==> config.mk <==
export PLATFORM = sky130hd
export DESIGN_NAME = lnk_tdm_tx
export DESIGN_NICKNAME = d
export VERILOG_FILES = /design/src/rtl/lnk_pkg.sv /design/src/rtl/lnk_rate_gen.sv /design/src/rtl/lnk_ths_sched.sv /design/src/rtl/lnk_frm_ser.sv /design/src/rtl/lnk_tdm_tx.sv
export SDC_FILE = /design/constraint.sdc
export NUM_CORES = 1
export LEC_CHECK = 0
export BUFFER_PORTS_ARGS = -buffer_cell sky130_fd_sc_hd__clkbuf_2
export CAP_MARGIN = 40
export CELL_PAD_IN_SITES_DETAIL_PLACEMENT = 0
export CELL_PAD_IN_SITES_GLOBAL_PLACEMENT = 2
export CORE_MARGIN = 1.5
export CORE_UTILIZATION = 32
export CTS_CLUSTER_SIZE = 30
export DETAILED_ROUTE_END_ITERATION = 10
export HOLD_SLACK_MARGIN = 0.03
export MAX_ROUTING_LAYER = met4
export PLACE_DENSITY = 0.73
export SLEW_MARGIN = 25
export SYNTH_ARGS = -nofsm -noshare
export SYNTH_HDL_FRONTEND = slang
export SYNTH_SLANG_ARGS = --single-unit
==> constraint.sdc <==
create_clock -name clk -period 2.05 [get_ports clk]
set_input_delay 0.3075 -clock clk [delete_from_list [all_inputs] [get_ports clk]]
set_output_delay 0.3075 -clock clk [all_outputs]
set_load 0.02 [all_outputs]
==> src/rtl/lnk_pkg.sv <==
package lnk_pkg;

    localparam int SYM_W     = 6;
    localparam int SYM_IDX_W = $clog2(SYM_W);

    typedef enum logic [1:0] {
        K_IDLE = 2'd0,
        K_TRIG = 2'd1,
        K_HDR  = 2'd2,
        K_SYNC = 2'd3
    } sym_kind_e;

    typedef enum logic {
        SL_THS = 1'b0,
        SL_FRM = 1'b1
    } slot_e;

    localparam logic [SYM_W-1:0] C_IDLE = 6'b000000;
    localparam logic [SYM_W-1:0] C_TRIG = 6'b111000;
    localparam logic [SYM_W-1:0] C_HDR  = 6'b000111;
    localparam logic [SYM_W-1:0] C_SYNC = 6'b110011;

    localparam logic [1:0] RATE_4X  = 2'd0;
    localparam logic [1:0] RATE_8X  = 2'd1;

    function automatic logic [SYM_W-1:0] code_of(input sym_kind_e k);
        case (k)
            K_TRIG:  return C_TRIG;
            K_HDR:   return C_HDR;
            K_SYNC:  return C_SYNC;
            default: return C_IDLE;
        endcase
    endfunction

endpackage

==> src/rtl/lnk_rate_gen.sv <==
module lnk_rate_gen
    import lnk_pkg::*;
#(
    parameter int MAX_MULT = 16,
    parameter int MIN_MULT = 4
) (
    input  logic                 clk,
    input  logic                 rst_n,
    input  logic [1:0]           rate_sel_i,
    output logic                 tick_o,
    output slot_e                slot_o,
    output logic [SYM_IDX_W-1:0] idx_o,
    output logic                 sym_start_o
);

    localparam int DIV_MAX = MAX_MULT / MIN_MULT;
    localparam int DIV_W   = (DIV_MAX > 1) ? $clog2(DIV_MAX) : 1;
    localparam logic [DIV_W-1:0] RL_4X = DIV_W'(DIV_MAX - 1);
    localparam logic [DIV_W-1:0] RL_8X = DIV_W'((DIV_MAX / 2 > 0) ? DIV_MAX / 2 - 1 : 0);
    localparam logic [SYM_IDX_W-1:0] LAST_IDX = SYM_IDX_W'(SYM_W - 1);

    typedef struct packed {
        logic [DIV_W-1:0]     div;
        slot_e                slot;
        logic [SYM_IDX_W-1:0] idx;
    } rg_t;

    rg_t              s_d, s_q;
    logic [DIV_W-1:0] reload;
    logic             tick;

    always_comb begin
        s_d = s_q;
        case (rate_sel_i)
            RATE_4X: reload = RL_4X;
            RATE_8X: reload = RL_8X;
            default: reload = '0;
        endcase
        tick = (s_q.div == '0);
        if (tick) begin
            s_d.div = reload;
            if (s_q.slot == SL_THS) begin
                s_d.slot = SL_FRM;
            end else begin
                s_d.slot = SL_THS;
                s_d.idx  = (s_q.idx == LAST_IDX) ? '0 : s_q.idx + 1'b1;
            end
        end else begin
            s_d.div = s_q.div - 1'b1;
        end
    end

    always_ff @(posedge clk or negedge rst_n) begin
        if (!rst_n) begin
            s_q <= '{div: '0, slot: SL_THS, idx: '0};
        end else begin
            s_q <= s_d;
        end
    end

    assign tick_o      = tick;
    assign slot_o      = s_q.slot;
    assign idx_o       = s_q.idx;
    assign sym_start_o = tick && (s_q.slot == SL_THS) && (s_q.idx == '0);

endmodule

==> src/rtl/lnk_ths_sched.sv <==
module lnk_ths_sched
    import lnk_pkg::*;
(
    input  logic                 clk,
    input  logic                 rst_n,
    input  logic                 trig_i,
    input  logic                 frm_req_i,
    input  logic                 sync_i,
    input  logic                 tick_i,
    input  slot_e                slot_i,
    input  logic [SYM_IDX_W-1:0] idx_i,
    input  logic                 sym_start_i,
    input  logic                 frm_busy_i,
    output logic                 ths_bit_o,
    output logic                 frm_go_o,
    output logic                 trig_ovf_o,
    output logic                 trig_pend_o,
    output sym_kind_e            cur_kind_o
);

    localparam logic [SYM_IDX_W-1:0] LAST_IDX = SYM_IDX_W'(SYM_W - 1);

    typedef struct packed {
        logic      trig_pend;
        logic      hdr_pend;
        logic      sync_pend;
        logic      ovf;
        sym_kind_e cur;
    } sch_t;

    sch_t                 s_d, s_q;
    sym_kind_e            pick;
    logic                 take_trig, take_hdr, take_sync;
    logic [SYM_W-1:0]     sym;
    logic [SYM_IDX_W-1:0] pos;

    always_comb begin
        take_trig = 1'b0;
        take_hdr  = 1'b0;
        take_sync = 1'b0;
        pick      = K_IDLE;
        if (s_q.trig_pend) begin
            pick      = K_TRIG;
            take_trig = sym_start_i;
        end else if (s_q.hdr_pend && !frm_busy_i) begin
            pick     = K_HDR;
            take_hdr = sym_start_i;
        end else if (s_q.sync_pend) begin
            pick      = K_SYNC;
            take_sync = sym_start_i;
        end

        s_d           = s_q;
        s_d.trig_pend = trig_i || (s_q.trig_pend && !take_trig);
        s_d.ovf       = trig_i && s_q.trig_pend && !take_trig;
        s_d.hdr_pend  = frm_req_i || (s_q.hdr_pend && !take_hdr);
        s_d.sync_pend = sync_i || (s_q.sync_pend && !take_sync);
        if (sym_start_i) begin
            s_d.cur = pick;
        end

        sym       = sym_start_i ? code_of(pick) : code_of(s_q.cur);
        pos       = LAST_IDX - idx_i;
        ths_bit_o = sym[pos];
        frm_go_o  = tick_i && (slot_i == SL_THS) && (idx_i == LAST_IDX) &&
                    (s_q.cur == K_HDR);
    end

    always_ff @(posedge clk or negedge rst_n) begin
        if (!rst_n) begin
            s_q <= '{trig_pend: 1'b0, hdr_pend: 1'b0, sync_pend: 1'b0,
                     ovf: 1'b0, cur: K_IDLE};
        end else begin
            s_q <= s_d;
        end
    end

    assign trig_ovf_o  = s_q.ovf;
    assign trig_pend_o = s_q.trig_pend;
    assign cur_kind_o  = s_q.cur;

endmodule

==> src/rtl/lnk_frm_ser.sv <==
module lnk_frm_ser #(
    parameter int WORD_W = 16
) (
    input  logic              clk,
    input  logic              rst_n,
    input  logic              frm_tick_i,
    input  logic              frm_go_i,
    input  logic [WORD_W-1:0] word_i,
    input  logic              last_i,
    output logic              rd_o,
    output logic              bit_o,
    output logic              active_o
);

    localparam int CNT_W = (WORD_W > 1) ? $clog2(WORD_W) : 1;
    localparam logic [CNT_W-1:0] CNT_END = CNT_W'(WORD_W - 1);

    typedef struct packed {
        logic              active;
        logic              last;
        logic [CNT_W-1:0]  cnt;
        logic [WORD_W-1:0] sr;
    } fs_t;

    fs_t  s_d, s_q;
    logic word_end;

    always_comb begin
        s_d      = s_q;
        word_end = s_q.active && (s_q.cnt == CNT_END);
        rd_o     = frm_go_i || (frm_tick_i && word_end && !s_q.last);
        if (frm_go_i) begin
            s_d.active = 1'b1;
            s_d.sr     = word_i;
            s_d.last   = last_i;
            s_d.cnt    = '0;
        end else if (frm_tick_i && s_q.active) begin
            if (word_end) begin
                if (s_q.last) begin
                    s_d.active = 1'b0;
                    s_d.sr     = '0;
                end else begin
                    s_d.sr   = word_i;
                    s_d.last = last_i;
                end
                s_d.cnt = '0;
            end else begin
                s_d.sr  = {s_q.sr[WORD_W-2:0], 1'b0};
                s_d.cnt = s_q.cnt + 1'b1;
            end
        end
    end

    always_ff @(posedge clk or negedge rst_n) begin
        if (!rst_n) begin
            s_q <= '0;
        end else begin
            s_q <= s_d;
        end
    end

    assign bit_o    = s_q.active ? s_q.sr[WORD_W-1] : 1'b0;
    assign active_o = s_q.active;

endmodule

==> src/rtl/lnk_tdm_tx.sv <==
module lnk_tdm_tx
    import lnk_pkg::*;
#(
    parameter int WORD_W   = 16,
    parameter int MAX_MULT = 16,
    parameter int MIN_MULT = 4
) (
    input  logic              clk,
    input  logic              rst_n,
    input  logic [1:0]        rate_sel_i,
    input  logic              trig_i,
    input  logic              sync_i,
    input  logic              frm_req_i,
    input  logic [WORD_W-1:0] frm_word_i,
    input  logic              frm_last_i,
    output logic              frm_rd_o,
    output logic              ser_o,
    output logic              bit_en_o,
    output logic              trig_ovf_o
);

    typedef struct packed {
        logic ser;
        logic en;
    } out_t;

    logic                 tick;
    slot_e                slot;
    logic [SYM_IDX_W-1:0] idx;
    logic                 sym_start;
    logic                 ths_bit;
    logic                 frm_bit;
    logic                 frm_go;
    logic                 frm_active;
    logic                 trig_pend;
    sym_kind_e            cur_kind;
    out_t                 o_d, o_q;

    lnk_rate_gen #(
        .MAX_MULT (MAX_MULT),
        .MIN_MULT (MIN_MULT)
    ) u_rate (
        .clk         (clk),
        .rst_n       (rst_n),
        .rate_sel_i  (rate_sel_i),
        .tick_o      (tick),
        .slot_o      (slot),
        .idx_o       (idx),
        .sym_start_o (sym_start)
    );

    lnk_ths_sched u_sched (
        .clk         (clk),
        .rst_n       (rst_n),
        .trig_i      (trig_i),
        .frm_req_i   (frm_req_i),
        .sync_i      (sync_i),
        .tick_i      (tick),
        .slot_i      (slot),
        .idx_i       (idx),
        .sym_start_i (sym_start),
        .frm_busy_i  (frm_active),
        .ths_bit_o   (ths_bit),
        .frm_go_o    (frm_go),
        .trig_ovf_o  (trig_ovf_o),
        .trig_pend_o (trig_pend),
        .cur_kind_o  (cur_kind)
    );

    lnk_frm_ser #(
        .WORD_W (WORD_W)
    ) u_frm (
        .clk        (clk),
        .rst_n      (rst_n),
        .frm_tick_i (tick && (slot == SL_FRM)),
        .frm_go_i   (frm_go),
        .word_i     (frm_word_i),
        .last_i     (frm_last_i),
        .rd_o       (frm_rd_o),
        .bit_o      (frm_bit),
        .active_o   (frm_active)
    );

    always_comb begin
        o_d    = o_q;
        o_d.en = tick;
        if (tick) begin
            o_d.ser = (slot == SL_THS) ? ths_bit : frm_bit;
        end
    end

    always_ff @(posedge clk or negedge rst_n) begin
        if (!rst_n) begin
            o_q <= '0;
        end else begin
            o_q <= o_d;
        end
    end

    assign ser_o    = o_q.ser;
    assign bit_en_o = o_q.en;

endmodule

==> results of run 1 <==
metal layers:
layer / GRT usage / vias up
met3: 0.0299 / 4
met2: 0.224 / 33
met5: - / -
met1: 0.168 / 691
li1: - / 704
met4: 0.0684 / 0
through the flow:
stage / util / total power, mW / hold slack, ps / setup WS, ps
after floorplan: - / 1.32 / 11.9 / 104
after global placement: 0.362 / 1.47 / 309 / 96.1
after detailed placement: 0.362 / 1.48 / 311 / 18.1
after CTS: 0.392 / 2.04 / 190 / 2.61
after global routing: 0.407 / 2.22 / 193 / -32.7
final: 0.407 / 2.08 / 196 / 87.3
power by group:
part / switching (mW) / internal, mW / leakage (nW)
logic: 0.313 / 0.318 / 0.623
registers: 0.123 / 0.812 / 0.381
clock network: 0.242 / 0.274 / 0.0455
total: 0.677 / 1.40 / 1.05
flip-flops by register name, indices dropped and copies added (netlist names):
| signal | flops |
|---|---|
| ser_o | 1 |
| u_rate.idx_o | 3 |
| u_rate.s_q | 2 |
| u_frm.active_o | 1 |
| u_frm.s_q | 21 |
| bit_en_o | 1 |
| u_sched.cur_kind_o | 2 |
| u_sched.s_q | 2 |
| u_sched.trig_ovf_o | 1 |
| u_sched.trig_pend_o | 1 |
| u_rate.slot_o | 1 |
how the worst max path moves through the flow:
| stage | from | endpoint | slack [ps] | depth (start not counted) |
|---|---|---|---|---|
| after floorplan | u_rate.idx_o[1]$_DFFE_PN0N_ | u_frm.s_q[14]$_DFFE_PN0P_ | 100 | 10 |
| after global placement | u_rate.idx_o[1]$_DFFE_PN0N_ | frm_rd_o | 100 | 6 |
| after detailed placement | u_rate.idx_o[1]$_DFFE_PN0N_ | u_frm.s_q[10]$_DFFE_PN0P_ | 20 | 7 |
| after CTS | u_rate.s_q[4]$_DFF_PN0_ | frm_rd_o | 3 | 5 |
| after global routing | u_rate.idx_o[1]$_DFFE_PN0N_ | u_frm.s_q[13]$_DFFE_PN0P_ | -30 | 8 |
| final | u_rate.idx_o[1]$_DFFE_PN0N_ | frm_rd_o | 90 | 6 |
Yosys cell counts, types with 2 or more instances:
cell type,number
xnor2_1,2
buf_6,6
a22oi_2,7
mux2i_1,4
dfrtp_1,36
nand4_1,2
nor3_1,4
nor2_1,21
mux2_2,2
o31ai_1,3
clkbuf_1,2
nand2_1,11
inv_1,8
nand3_1,5
a22oi_1,8
nand2b_1,2
ha_1,4
o21ai_0,3
a21oi_1,18
a21o_1,3
or3_1,2
worst max-delay path, delay by kind of cell, from the launching register on:
| kind | cells | cell delay [ps] |
|---|---|---|
| buffers and inverters | 2 | 230 |
| AO/OA/AOI/OAI | 1 | 70 |
| adder cells (fa/ha/maj) | 1 | 130 |
| AND/OR/NAND/NOR | 2 | 540 |
| flip-flops | 1 | 390 |
cell families (layout without fill, tap and decap cells):
group                    after synthesis  count (layout)  share of synthesized area
AO/OA/AOI/OAI                         52              52                      0.214
XOR/XNOR                               3               3                     0.0143
adder cells (fa/ha/maj)                4               4                     0.0272
buffers and inverters                 20              60                     0.0788
flip-flops                            36              36                      0.489
multiplexers                           6               6                     0.0340
AND/OR/NAND/NOR                       54              54                      0.143
cells in the final DEF (no fill, tap or decap), types with 6 or more instances in the layout:
cell	synthesis	routed
a22oi_2	7	7
nor2_1	21	20
inv_1	8	7
dfrtp_1	36	36
a22oi_1	8	8
buf_4	0	12
clkbuf_8	0	6
a21oi_1	18	18
clkbuf_2	0	26
nand2_1	11	11
what timing repair did:
item | CTS | global route
gates cloned | 0 | 1
setup buffers | 7 | 2
pin swaps | 1 | 2
hold buffers | 1 | 0
resized for setup | 4 | 10
endpoints found under the hold margin | 18 | 0
setup endpoints to repair | 1 | 19
area by class of cell:
cell class                 count  area share
clock buffer                   8      0.0400
inverter                       9      0.0150
multi-input combinational    119       0.373
sequential                    36       0.400
tap                           72      0.0400
timing repair buffer          43       0.132
==> run metrics, run 1 <==
slowest CP cell or3_4; Syn Inst Count 175; Placed Cells about 270; Die Y 78.9 microns; setup_tns 0 ps; Min-Delay Endpoint u_rate.s_q[4]$_DFF_PN0_; Wirelength per Cell 13.8 microns; Post-Route Skew 7.95 ps; Synth cell types 43; worst endpoint required time 1740 ps; drc violations 0; WS Path Type reg -> out; Synth area leader dfrtp_1; R2R depth 8; Synth Flop Type dfrtp_1; Multi-input gate area 840 sq um; routed length on met2 1.93 mm; RSZ-0062 raised after global routing true; CTS Buf Count 5; max-slew violations 0; Sequential Area 901 sq um; final worst path period share 0.957; Worst path max stage delay 400 ps; post-route ant nets 0; flop-to-flop setup slack 90 ps; clk root buf clkbuf_8; Max IR drop VDD 0.000301 V; Reg2Reg Capture Point u_frm.s_q[13]$_DFFE_PN0P_; Leak Pwr 1.05 nW; fraction of registers with async set/reset 1.00; filler instances 566; Nets 242; Cell Rows 27; Max Cap Viol 0; syn_area_per_cell 10.5 sq um; share of cells above drive strength 1 0.326; Syn Nets 203; Min-Delay Path Depth 2; worst skew pair latency around 290 ps; vias in the first global route 1,396; startpoint types flip-flop; worst-margin pin slew roughly 560 ps; Final setup viols 0; die area 6220 sq um; IO Count 28; final WL 3.96 mm; cell area after layout 2250 sq um; Seq cells post-synth 36; Post-Layout Cell Count about 290; Synth Warn # 0; power density over the cells 924 nW/um^2; CTS tree built; initial antenna violation count 0; number of buffers added on ports 27; n_diodes 0; Clock Sinks 36; GP Congestion 0.757; H-tree depth 2; Crit Path Max Fanout 2; max layer used met4; Crit. End Element primary output; Vias between 1,000 and 1,500; main area contributors after synthesis dfrtp_1 49%, a21oi_1 4.9%, a22oi_2 4.8%; Crit path arrival time ~1700 ps; Final Hold Vio Count 0; area grow syn2layout 22.3%; total track usage 0.140; post-synth top area share 0.489; post-DP HPWL 2.67 mm; drt first pass iters 4; global route overflow 0; worst slew margin relative to its limit 0.624; Core Box Area between 5000 and 6000 sq um; Initial Util 0.332; RR Startpoint u_rate.idx_o[1]$_DFFE_PN0N_; EDFF count, synth 0; Worst-path clk slew approximately 70 ps; DR vias/cell ~5.0; first-pass GRT wire length between 6 and 7 mm; outcome completed; Hold Path Class in -> reg; crit path cell chain inv_2 -> ha_4 -> nand4b_1 -> or3_4 -> o31ai_4 -> buf_6; DR iter-0 viols 89; Netlist Area Pre-Place 1840 sq um; Hold Startpoint rate_sel_i[1]; Post-DP Area 2010 sq um; post-route minimum period a little under 2000 ps; largest net degree at the start of global routing 33; WL met1 1.83 mm; clock buffer depth 2; sequential share of the synthesized area 0.489; Die Wd 78.9 microns; DR WL met3 170 microns; Max Freq 0.510 GHz
No activity file was read; power rests on OpenSTA's default activity.
==> run 2, diff against run 1 <==
CAP_MARGIN = 20   (was 40)
CORE_MARGIN = 2   (was 1.5)
==> run 2 against run 1 <==
Critical path depth stayed put; clock skew decreased by 3.2 ps; combinational power decreased by 6.0%; final cell count fell by 1.4%; clock-buffer cell count decreased by 2; critical path type unchanged; largest cell class unchanged; largest power group unchanged; highest routed layer unchanged.
==> run metrics, run 2 (synthesis gave the netlist of run 1 again) <==
startpoint types flip-flop (unchanged); GP Congestion 0.790 (was 0.757); H-tree depth 2 (unchanged); DR vias/cell 5.00 (was 4.99); initial antenna violation count 0 (unchanged); WS Path Type reg -> out (unchanged); most common cell after layout, fill and taps aside dfrtp_1 (unchanged); final worst path period share 0.962 (was 0.957); worst hold slack 204 ps (was 196 ps); Die Y 79.9 microns (was 78.9 microns); total net switching power 665 uW (was 677 uW); Final Hold Vio Count 0 (unchanged); post-DP HPWL 2.77 mm (was 2.67 mm); first-pass GRT wire length 6.54 mm (was 6.53 mm); worst skew pair latency 280 ps (was 290 ps); area grow syn2layout 17.9% (was 22.3%); clock buffer depth 2 (unchanged); total track usage 0.137 (was 0.140); largest net degree at the start of global routing 34 (was 33); Internal Pwr Total 1.33 mW (was 1.40 mW); Max Cap Viol 0 (unchanged); number of flip-flops in the largest register 21 (unchanged); Hold Path Class in -> reg (unchanged); n_diodes 0 (unchanged); Flop pwr share 0.469 (was 0.449); Gate power share 0.297 (was 0.303); power density over the cells 919 nW/um^2 (was 924 nW/um^2); Clock Sinks 36 (unchanged); Max Freq 0.507 GHz (was 0.510 GHz); number of buffers added on ports 27 (unchanged); Crit Path Max Fanout 2 (unchanged); Nets 239 (was 242); Worst-path clk slew 70 ps (about the same); global route overflow 0 (unchanged); Die Wd 79.9 microns (was 78.9 microns); share of cells above drive strength 1 0.318 (was 0.326); die area 6380 sq um (was 6220 sq um); Clock power frac 0.235 (was 0.248); post-route minimum period 1970 ps (was 1960 ps); post-route ant nets 0 (unchanged); Wirelength per Cell 13.6 microns (was 13.8 microns); Max IR drop VDD 0.000284 V (was 0.000301 V); Cell Rows 27 (unchanged); RSZ-0062 raised after global routing true (unchanged); worst-margin pin slew 524 ps (was 562 ps); Core Box Area 5540 sq um (unchanged); outcome completed (unchanged); IO Count 28 (unchanged); Initial Util 0.332 (unchanged); drc violations 0 (unchanged); Post-Route Skew 4.79 ps (was 7.95 ps); filler instances 582 (was 566); Sw Ratio 0.333 (was 0.325); Leak Pwr 1.02 nW (was 1.05 nW); share of the core filled with cells 0.392 (was 0.407); CTS Buf Count 5 (unchanged); vias in the first global route 1,397 (was 1,396); clk root buf clkbuf_8 (unchanged); worst slew margin relative to its limit 0.649 (was 0.624); CTS tree built (unchanged); DR iter-0 viols 43 (was 89); final WL 3.86 mm (was 3.96 mm); leading cell types in the layout, fill and taps excluded 36 x dfrtp_1, 26 x clkbuf_2, 21 x nor2_1, 18 x a21oi_1, 12 x buf_4 (was 36 x dfrtp_1, 26 x clkbuf_2, 20 x nor2_1, 18 x a21oi_1, 12 x buf_4); Crit. End Element primary output (unchanged); Vias 1,416 (was 1,432); drt first pass iters 4 (unchanged); worst endpoint required time 1740 ps (about the same); Final setup viols 0 (unchanged); max-slew violations 0 (unchanged); Reg with most FFs u_frm.s_q (unchanged); Crit path arrival time 1660 ps (about the same)
-- run 2: area by class of cell --
class                      count  area [sq um]  share of cell area
inverter                       9          33.8              0.0156
sequential                    36           901               0.415
multi-input combinational    119           820               0.377
tap                           72          90.1              0.0415
clock buffer                   6          72.6              0.0334
clock inverter                 1          5.00             0.00230
timing repair buffer          40           250               0.115
-- run 2: repair_timing --
item | CTS | global route
pin swaps | 1 | 2
endpoints found under the setup margin | 1 | 11
hold buffers | 1 | 0
setup buffers | 6 | 0
hold endpoints to repair | 10 | 0
resized for setup | 5 | 4
-- run 2: final timing paths --
path | from | endpoint | slack (ps) | depth (start not counted)
min reg2reg | u_rate.s_q[4]$_DFF_PN0_ | u_rate.s_q[4]$_DFF_PN0_ | 460 | 1
min in group asynchronous | rst_n | u_rate.s_q[4]$_DFF_PN0_ | 440 | 2
max | u_rate.idx_o[1]$_DFFE_PN0N_ | frm_rd_o | 80 | 6
max in group asynchronous | rst_n | u_frm.active_o$_DFFE_PN0P_ | 1070 | 3
max reg2reg | u_rate.s_q[4]$_DFF_PN0_ | ser_o$_DFFE_PN0N_ | 120 | 7
min | rate_sel_i[1] | u_rate.s_q[4]$_DFF_PN0_ | 200 | 2
-- run 2: critical path, stage by stage (launching register included) --
cell	delay, ps
dfrtp_1	400
inv_2	70
ha_2	170
nand4b_1	120
or3_4	370
o31ai_2	70
buf_4	180
-- run 2: power by group through the flow --
| stage | sequential [mW] | combinational (mW) | clock [mW] |
|---|---|---|---|
| after CTS | 0.933 | 0.579 | 0.495 |
| final | 0.936 | 0.593 | 0.468 |
| after global placement | 0.946 | 0.531 | 0 |
| after floorplan | 0.912 | 0.408 | 0 |
| after global routing | 0.952 | 0.660 | 0.527 |
| after detailed placement | 0.945 | 0.543 | 0 |
-- run 2: through the flow --
stage	area [sq um]	std cells	setup TNS, ps	setup slack [ps]	power (mW)
CTS	2160	283	0	0.725	2.01
global placement	2010	269	0	148	1.48
floorplan	1840	175	0	104	1.32
finish	2170	283	0	78.3	2.00
global route	2170	283	-19.6	-19.6	2.14
detailed placement	2010	269	0	109	1.49
-- run 2: per-layer routing --
| layer | vias to the layer above | track usage | part of all wire |
|---|---|---|---|
| li1 | 694 | - | - |
| met4 | 0 | 0.0407 | 0.011 |
| met3 | 6 | 0.0452 | 0.049 |
| met1 | 688 | 0.166 | 0.47 |
| met5 | - | - | 0 |
| met2 | 28 | 0.218 | 0.47 |
